==> src/rtl/brq_pkg.sv <==
package brq_pkg;

  // Queue operation selected for one cycle
  typedef enum logic [1:0] {
    BRQ_HOLD = 2'b00,  // nothing moves
    BRQ_PUSH = 2'b01,  // capture only: shift toward tail, new at head
    BRQ_POP  = 2'b10,  // read only: shift toward head, empty at tail
    BRQ_SWAP = 2'b11   // read and capture: replace head, rest hold
  } brq_op_e;

endpackage

==> src/rtl/brq_ctrl.sv <==
module brq_ctrl
  import brq_pkg::*;
(
  input  logic    clk,
  input  logic    rst_n,
  input  logic    trace_en,
  input  logic    br_valid,
  input  logic    bus_sel,
  input  logic    bus_wr,
  output logic    rst_sync_n,
  output brq_op_e op,
  output logic    clr_all
);

  logic [1:0] sync_q;
  logic       te_q;
  logic       capture;
  logic       rd_req;

  // asynchronous assert, synchronous release
  always_ff @(posedge clk or negedge rst_n) begin
    if (!rst_n) sync_q <= 2'b00;
    else        sync_q <= {sync_q[0], 1'b1};
  end
  assign rst_sync_n = sync_q[1];

  always_ff @(posedge clk or negedge rst_sync_n) begin
    if (!rst_sync_n) te_q <= 1'b0;
    else             te_q <= trace_en;
  end

  assign capture = trace_en & br_valid;
  assign rd_req  = bus_sel & ~bus_wr;
  assign clr_all = trace_en & ~te_q;

  always_comb begin
    unique case ({rd_req, capture})
      2'b01:   op = BRQ_PUSH;
      2'b10:   op = BRQ_POP;
      2'b11:   op = BRQ_SWAP;
      default: op = BRQ_HOLD;
    endcase
  end

endmodule

==> src/rtl/brq_store.sv <==
module brq_store
  import brq_pkg::*;
#(
  parameter int DEPTH = 8,
  parameter int AW    = 28
) (
  input  logic          clk,
  input  logic          rst_n,
  input  brq_op_e       op,
  input  logic          clr_all,
  input  logic [AW-1:0] new_addr,
  output logic          head_vld,
  output logic [AW-1:0] head_addr,
  output logic [DEPTH-1:0] vld_vec
);

  logic [AW-1:0] addr_q [DEPTH];

  for (genvar i = 0; i < DEPTH; i++) begin : g_slot
    localparam bit IS_HEAD = (i == 0);
    localparam bit IS_TAIL = (i == DEPTH - 1);

    logic          up_v, dn_v;
    logic [AW-1:0] up_a, dn_a;
    logic          sel_v;
    logic [AW-1:0] sel_a;
    logic          new_here;
    logic          v_nxt, a_en;
    logic          v_r;
    logic [AW-1:0] a_r;

    if (IS_HEAD) begin : g_up_new
      assign up_v = 1'b1;
      assign up_a = new_addr;
    end else begin : g_up_prev
      assign up_v = vld_vec[i-1];
      assign up_a = addr_q[i-1];
    end

    if (IS_TAIL) begin : g_dn_empty
      assign dn_v = 1'b0;
      assign dn_a = a_r;
    end else begin : g_dn_next
      assign dn_v = vld_vec[i+1];
      assign dn_a = addr_q[i+1];
    end

    // next-state selection
    always_comb begin
      sel_v = v_r;
      sel_a = a_r;
      a_en  = 1'b0;
      unique case (op)
        BRQ_PUSH: begin
          sel_v = up_v;
          sel_a = up_a;
          a_en  = 1'b1;
        end
        BRQ_POP: begin
          sel_v = dn_v;
          sel_a = dn_a;
          a_en  = !IS_TAIL;
        end
        BRQ_SWAP: begin
          if (IS_HEAD) begin
            sel_v = up_v;
            sel_a = up_a;
            a_en  = 1'b1;
          end
        end
        default: ;
      endcase
      new_here = IS_HEAD && ((op == BRQ_PUSH) || (op == BRQ_SWAP));
      v_nxt    = new_here ? 1'b1 : (sel_v & ~clr_all);
    end

    // flag register: reset
    always_ff @(posedge clk or negedge rst_n) begin
      if (!rst_n) v_r <= 1'b0;
      else        v_r <= v_nxt;
    end

    // address register: no reset, explicit enable
    always_ff @(posedge clk) begin
      if (a_en) a_r <= sel_a;
    end

    assign vld_vec[i] = v_r;
    assign addr_q[i]  = a_r;
  end

  assign head_vld  = vld_vec[0];
  assign head_addr = addr_q[0];

endmodule

==> src/rtl/brq_rdfmt.sv <==
module brq_rdfmt #(
  parameter int AW = 28,
  parameter int DW = 32
) (
  input  logic          head_vld,
  input  logic [AW-1:0] head_addr,
  output logic [DW-1:0] rd_data
);

  localparam int PADW = DW - 1 - AW;

  assign rd_data = {head_vld, {PADW{1'b0}}, head_addr};

endmodule

==> src/rtl/brq_trace_queue.sv <==
module brq_trace_queue
  import brq_pkg::*;
#(
  parameter int DEPTH = 8,
  parameter int AW    = 28,
  parameter int DW    = 32
) (
  input  logic          clk,
  input  logic          rst_n,
  input  logic          trace_en,
  input  logic          br_valid,
  input  logic [AW-1:0] br_addr,
  input  logic          bus_sel,
  input  logic          bus_wr,
  output logic [DW-1:0] rd_data
);

  logic             rst_sync_n;
  brq_op_e          op;
  logic             clr_all;
  logic             head_vld;
  logic [AW-1:0]    head_addr;
  logic [DEPTH-1:0] vld_vec;

  brq_ctrl ctrl_i (
    .clk        (clk),
    .rst_n      (rst_n),
    .trace_en   (trace_en),
    .br_valid   (br_valid),
    .bus_sel    (bus_sel),
    .bus_wr     (bus_wr),
    .rst_sync_n (rst_sync_n),
    .op         (op),
    .clr_all    (clr_all)
  );

  brq_store #(.DEPTH(DEPTH), .AW(AW)) store_i (
    .clk       (clk),
    .rst_n     (rst_sync_n),
    .op        (op),
    .clr_all   (clr_all),
    .new_addr  (br_addr),
    .head_vld  (head_vld),
    .head_addr (head_addr),
    .vld_vec   (vld_vec)
  );

  brq_rdfmt #(.AW(AW), .DW(DW)) fmt_i (
    .head_vld  (head_vld),
    .head_addr (head_addr),
    .rd_data   (rd_data)
  );

endmodule

==> config.mk <==
export PLATFORM = sky130hd
export DESIGN_NAME = brq_trace_queue
export DESIGN_NICKNAME = d
export VERILOG_FILES = /design/src/rtl/brq_pkg.sv /design/src/rtl/brq_ctrl.sv /design/src/rtl/brq_store.sv /design/src/rtl/brq_rdfmt.sv /design/src/rtl/brq_trace_queue.sv
export SDC_FILE = /design/constraint.sdc
export NUM_CORES = 1
export LEC_CHECK = 0
export BUFFER_PORTS_ARGS = -buffer_cell sky130_fd_sc_hd__buf_2
export CAP_MARGIN = 10
export CORE_MARGIN = 2
export CORE_UTILIZATION = 50
export DETAILED_ROUTE_END_ITERATION = 10
export PLACE_DENSITY = 0.68
export SYNTH_ARGS = -nofsm -noshare
export SYNTH_HDL_FRONTEND = slang
export SYNTH_SLANG_ARGS = --single-unit
==> constraint.sdc <==
create_clock -name clk -period 0.95 [get_ports clk]
set_input_delay 0.285 -clock clk [delete_from_list [all_inputs] [get_ports clk]]
set_output_delay 0.285 -clock clk [all_outputs]
set_load 0.05 [all_outputs]
; Word level (Yosys, flattened, before mapping)
; Cells that the tools add are included.
[op_classes]
n_eq_ne = 6
n_mux = 20
bitwise = 14
n_reduce_logical = 9
[ops]
columns = cell, n
row1 = one-hot mux 28 bit (2 select lines), 7
row2 = one-hot mux 1 bit (2 select lines), 8
row3 = AND 1 bit, 11
row4 = == test 2 bit (second input constant), 4
row5 = one-hot mux 2 bit (3 select lines), 1
row6 = AND reduction 2 bit, 3
row7 = == test 2 x 1 -> 1 bit (second input constant), 2
row8 = two-way mux 1 bit, 4
row9 = nonzero test 2 bit, 2
row10 = OR reduction 2 bit, 2
row11 = NOT 1 bit, 3
row12 = OR reduction 3 bit, 1
row13 = logical OR 1 bit, 1
[totals]
reg_bits = 235
elab_cells = 67

; Longest topological paths before layout
[logic_depth]
word_depth = 9
ltp_mapped = 7

; Modules after synthesis
; From an unflattened synthesis, not the netlist that was laid out.
[hier_totals]
hier_cells = 534
area_unflattened_um2 = 10013.4
[by_module_without_submodules]
columns = mod, n_inst, cells_each, area_each_um2
row1 = brq_store, 1, 494, 9656.8
row2 = brq_rdfmt, 1, 33, 244.0
row3 = brq_ctrl, 1, 7, 112.6

; Least setup slack after synthesis
; No wires, ideal clock.
[synth_path]
kind = in2reg
start = input port trace_en
end = register store_i.g_slot[1].a_r[0], enable pin
setup_ns = 0.521
arrival_ns = 4.401
t_required_ns = 0.429
path_slack_ns = -3.972
path_stages = 6
n_path_buf = 2
cell_sequence = nand2_1 buf_2 inv_1 ha_1 buf_2 inv_1
[synth_between]
elab_chain_len = 7
word_cells_on_any_way = 11
classes_between = eq/ne (5) / mux (2) / bitwise (1) / reduce/logical (3)
[synth_rtl]
columns = element, line
row1 = start: declaration, brq_trace_queue.sv:10  ; input logic trace_en,
row2 = AND 1 bit (*), brq_ctrl.sv:32  ; assign capture = trace_en & br_valid;
row3 = == test 2 bit / == test 2 x 1 -> 1 bit (equally long branches), brq_ctrl.sv:37  ; unique case ({rd_req, capture})
row4 = one-hot mux 2 bit (3 select lines) (*), brq_ctrl.sv:37
row5 = == test 2 bit / == test 2 x 1 -> 1 bit (equally long branches), brq_store.sv:53  ; unique case (op)
row6 = OR reduction 2 bit (no line), --
row7 = two-way mux 1 bit, brq_store.sv:53
row8 = AND reduction 2 bit (no line) (*), --
row9 = end signal: assignment, brq_store.sv:85  ; if (a_en) a_r <= sel_a;
row10 = end: declaration, brq_store.sv:30  ; logic [AW-1:0] a_r;
; Mark *: on every way between the ends. The rest lies on a longest branch, timed or not.
; A chain may end at the register's enable or synchronous reset.

; Worst setup path in the final report
[layout_path]
start = register store_i.g_slot[0].a_r[7], in the netlist store_i.head_addr[7]
end = output port rd_data[7]
[layout_rtl]
columns = element, line
row1 = start: declaration, brq_store.sv:30
row2 = start signal: assignment, brq_store.sv:85
row3 = end: declaration, brq_trace_queue.sv:15  ; output logic [DW-1:0] rd_data
; No word-level cell between the ends.

==> metrics <==
Tcrit/Tclk final 1.495; Power, Total around 28000 µW; critical path startpoint category register; internal power consumption approximately 21000 µW; sequential share of the synthesized area 0.7215; Flop pwr share 0.478; Buffers on Ports 62; total vias in the final route 5534; clock share of power 0.340; unrepaired setup endpoints after global routing yes; layout cell share with drive strength beyond 1 0.6334; final hold viol count 0; Sw Ratio 0.2431; synthesis warning total 0; final wirelength about 26000 µm; largest net degree at the start of global routing 61; clk slew on worst S/H paths ~0.070 ns; top cell type by total area after synthesis edfxtp_1; io pins 66; Crit Path Max Fanout 2; Synth area leaders edfxtp_1, mux2_2, dfrtp_1; top cell type's share of synthesized area 0.6931; fin nets roughly 730; Power per Cell Area 1966 nW/µm²; Die Area 20540 µm²; Final ANT Viol Nets 0; first-pass GRT wire length ~34000 µm; Psw roughly 6800 µW; Num CTS Buffers 25; Starting Density 0.5136; GRT Total Usage 0.2197; Tmin final around 1.4 ns; 1st-iter DRT viols 498; Num Clock Sinks between 200 and 250; Top delay family on crit path flip-flops; chip width around 140 µm; critical path's slowest cell edfxtp_1; largest vdd supply drop about 1.3 mV; crit path cell chain buf_6; vias per cell 5.693; initial antenna violation count 0; vias in the first global route between 5000 and 6000; Setup-failing EPs final ~400; synth unique cells 19; Final HPWL DP 9583 µm; outcome complete, but fails checks; failing checks setup timing; Synth Instances 495; WL/cell 27.06 µm; syn avg cell area around 20 µm²; Placeable Area about 19000 µm²; final worst slack -0.4700 ns; HP Class primary input to register; worst setup path category register to output port; Placement Setup Slack -0.8019 ns; CTS tree built; #FFs+latches synth approximately 240; worst clock skew 0.02128 ns; area of the mapped netlist just under 10000 µm²; DIE HEIGHT around 140 µm; CP Capture Type output port; Initial DRT Pass Iterations 5; fin. max-slew vios 0; grt total ovfl 0; LEAKAGE 0.005599 µW; CTS H-tree depth 1; worst skew pair latency between 0.5 and 0.6 ns; CTS root buffer clkbuf_16; Max-Cap Viols 0; Fmax 704.2 MHz; DRC 0; CP Buf/Inv Count 1; # rows 50; Gate power share 0.182; Diodes inserted 0; GPL Wtd Cong ~0.71; Crit path largest cell delay approximately 0.43 ns; Crit path arrival time ~1.1 ns; CP Data Required Time around 0.66 ns; P&R area growth vs syn 47.11%; Longest Clk Path Bufs 3
logic make-up after synthesis:
| group | Yosys count | share of synthesized area |
|---|---|---|
| other | 2 | 0.0007739 |
| buffers and inverters | 32 | 0.02785 |
| adder cells (fa/ha/maj) | 3 | 0.003868 |
| AO/OA/AOI/OAI | 9 | 0.008122 |
| multiplexers | 196 | 0.2274 |
| flip-flops | 235 | 0.7215 |
| AND/OR/NAND/NOR | 18 | 0.01044 |
power groups by stage:
stage          Sequential, µW  Combinational, µW  Clock, µW
2_1_floorplan           13600               1610          0
6_report                13400               5110       9540
4_1_cts                 13200               4300       9430
5_1_grt                 13500               5290       9990
3_5_place_dp            13400               2660          0
3_3_place_gp            13300               2550          0
layout make-up:
type	count	area (µm²)
clock buffers	41	735.7
clock inverters	4	43.79
fillers	1014	4617
inverters	4	25.02
multi-input cells	230	3291
flip-flops and latches	235	7002
well taps	260	325.3
repair buffers	198	2854
final timing paths:
| path | startpoint | endpoint | slack (ns) | cells past startpoint |
|---|---|---|---|---|
| worst max-delay path | store_i.head_addr[7] | rd_data[7] | -0.47 | 1 |
| worst min-delay path | trace_en | ctrl_i.te_q | 0.06 | 2 |
| worst max register to register | store_i.head_addr[3] | store_i.g_slot[0].dn_a[3] | -0.26 | 3 |
| worst min register to register | ctrl_i.sync_q[1] | store_i.head_vld | 0.17 | 0 |
| max in group asynchronous | ctrl_i.sync_q[1] | store_i.g_slot[5].dn_v | 0.47 | 0 |
| min in group asynchronous | rst_n | ctrl_i.sync_q[1] | 0.11 | 2 |
flip-flops by register name, indices dropped and copies added (netlist names):
| register | flops |
|---|---|
| ctrl_i.te_q | 1 |
| store_i.head_addr | 28 |
| ctrl_i.sync_q | 2 |
| store_i.g_slot.dn_v | 7 |
| store_i.head_vld | 1 |
| store_i.g_slot.dn_a | 196 |
synth_stat cells, drive strengths merged:
cell type / instances
dfrtp: 11
nand2: 2
inv: 4
nand3b: 1
mux2: 196
o31ai: 1
buf: 27
nor3: 6
nand2b: 1
edfxtp: 224
a21oi: 2
nor2b: 8
a221oi: 6
conb: 2
clkbuf: 1
ha: 3
through the flow:
stage / instances / setup TNS, ns / utilization / hold slack, ns / area (µm²)
finish: 972 / -122.43 / 0.7556 / 0.05839 / 14280
global route: 972 / -128.70 / 0.7556 / 0.05171 / 14280
CTS: 964 / -139.61 / 0.7244 / 0.03446 / 13690
detailed placement: 821 / -291.88 / 0.5605 / 0.08299 / 10590
global placement: 821 / -287.28 / 0.5605 / 0.07378 / 10590
floorplan: 497 / -608.41 / - / -0.01059 / 9779
per-layer routing:
layer / global-route usage / routed length (µm) / share of wire
met2: 0.3722 / 13450 / 0.51
met5: 0 / 0 / 0
met1: 0.2920 / 10980 / 0.42
met4: 0.06914 / 566 / 0.022
met3: 0.03832 / 1302 / 0.050
cell usage in the layout, fill, tap and decap left out:
cell / netlist / final
buf_4: 4 / 29
inv_2: 0 / 1
nor3_2: 0 / 5
clkinvlp_4: 0 / 2
a221oi_2: 0 / 1
nor2b_4: 0 / 1
buf_2: 6 / 29
ha_4: 0 / 3
clkbuf_8: 0 / 5
a21oi_2: 1 / 2
dfrtp_1: 11 / 11
buf_8: 0 / 20
edfxtp_1: 224 / 224
nand3b_1: 1 / 1
buf_6: 17 / 47
clkinv_2: 0 / 2
clkbuf_1: 1 / 11
nor2b_2: 0 / 1
inv_4: 0 / 1
bufinv_16: 0 / 1
nor2b_1: 8 / 6
buf_12: 0 / 41
clkinv_1: 0 / 1
dlygate4sd3_1: 0 / 1
mux2_2: 196 / 21
mux2_4: 0 / 175
buf_16: 0 / 22
nand2b_4: 0 / 1
nor3_1: 6 / 1
nand2_8: 0 / 1
conb_1: 2 / 4
nand2_1: 2 / 1
clkbuf_16: 0 / 34
a221oi_4: 0 / 5
o31ai_2: 1 / 1
what timing repair did:
action,in CTS,in global routing
setup endpoints to repair,401,411
buffers inserted,57,27
hold endpoints to repair,2,0
gates cloned,40,12
resized for setup,203,194
pin swaps,1,16
hold buffers,1,0
Power figures use the tool's default switching activity.
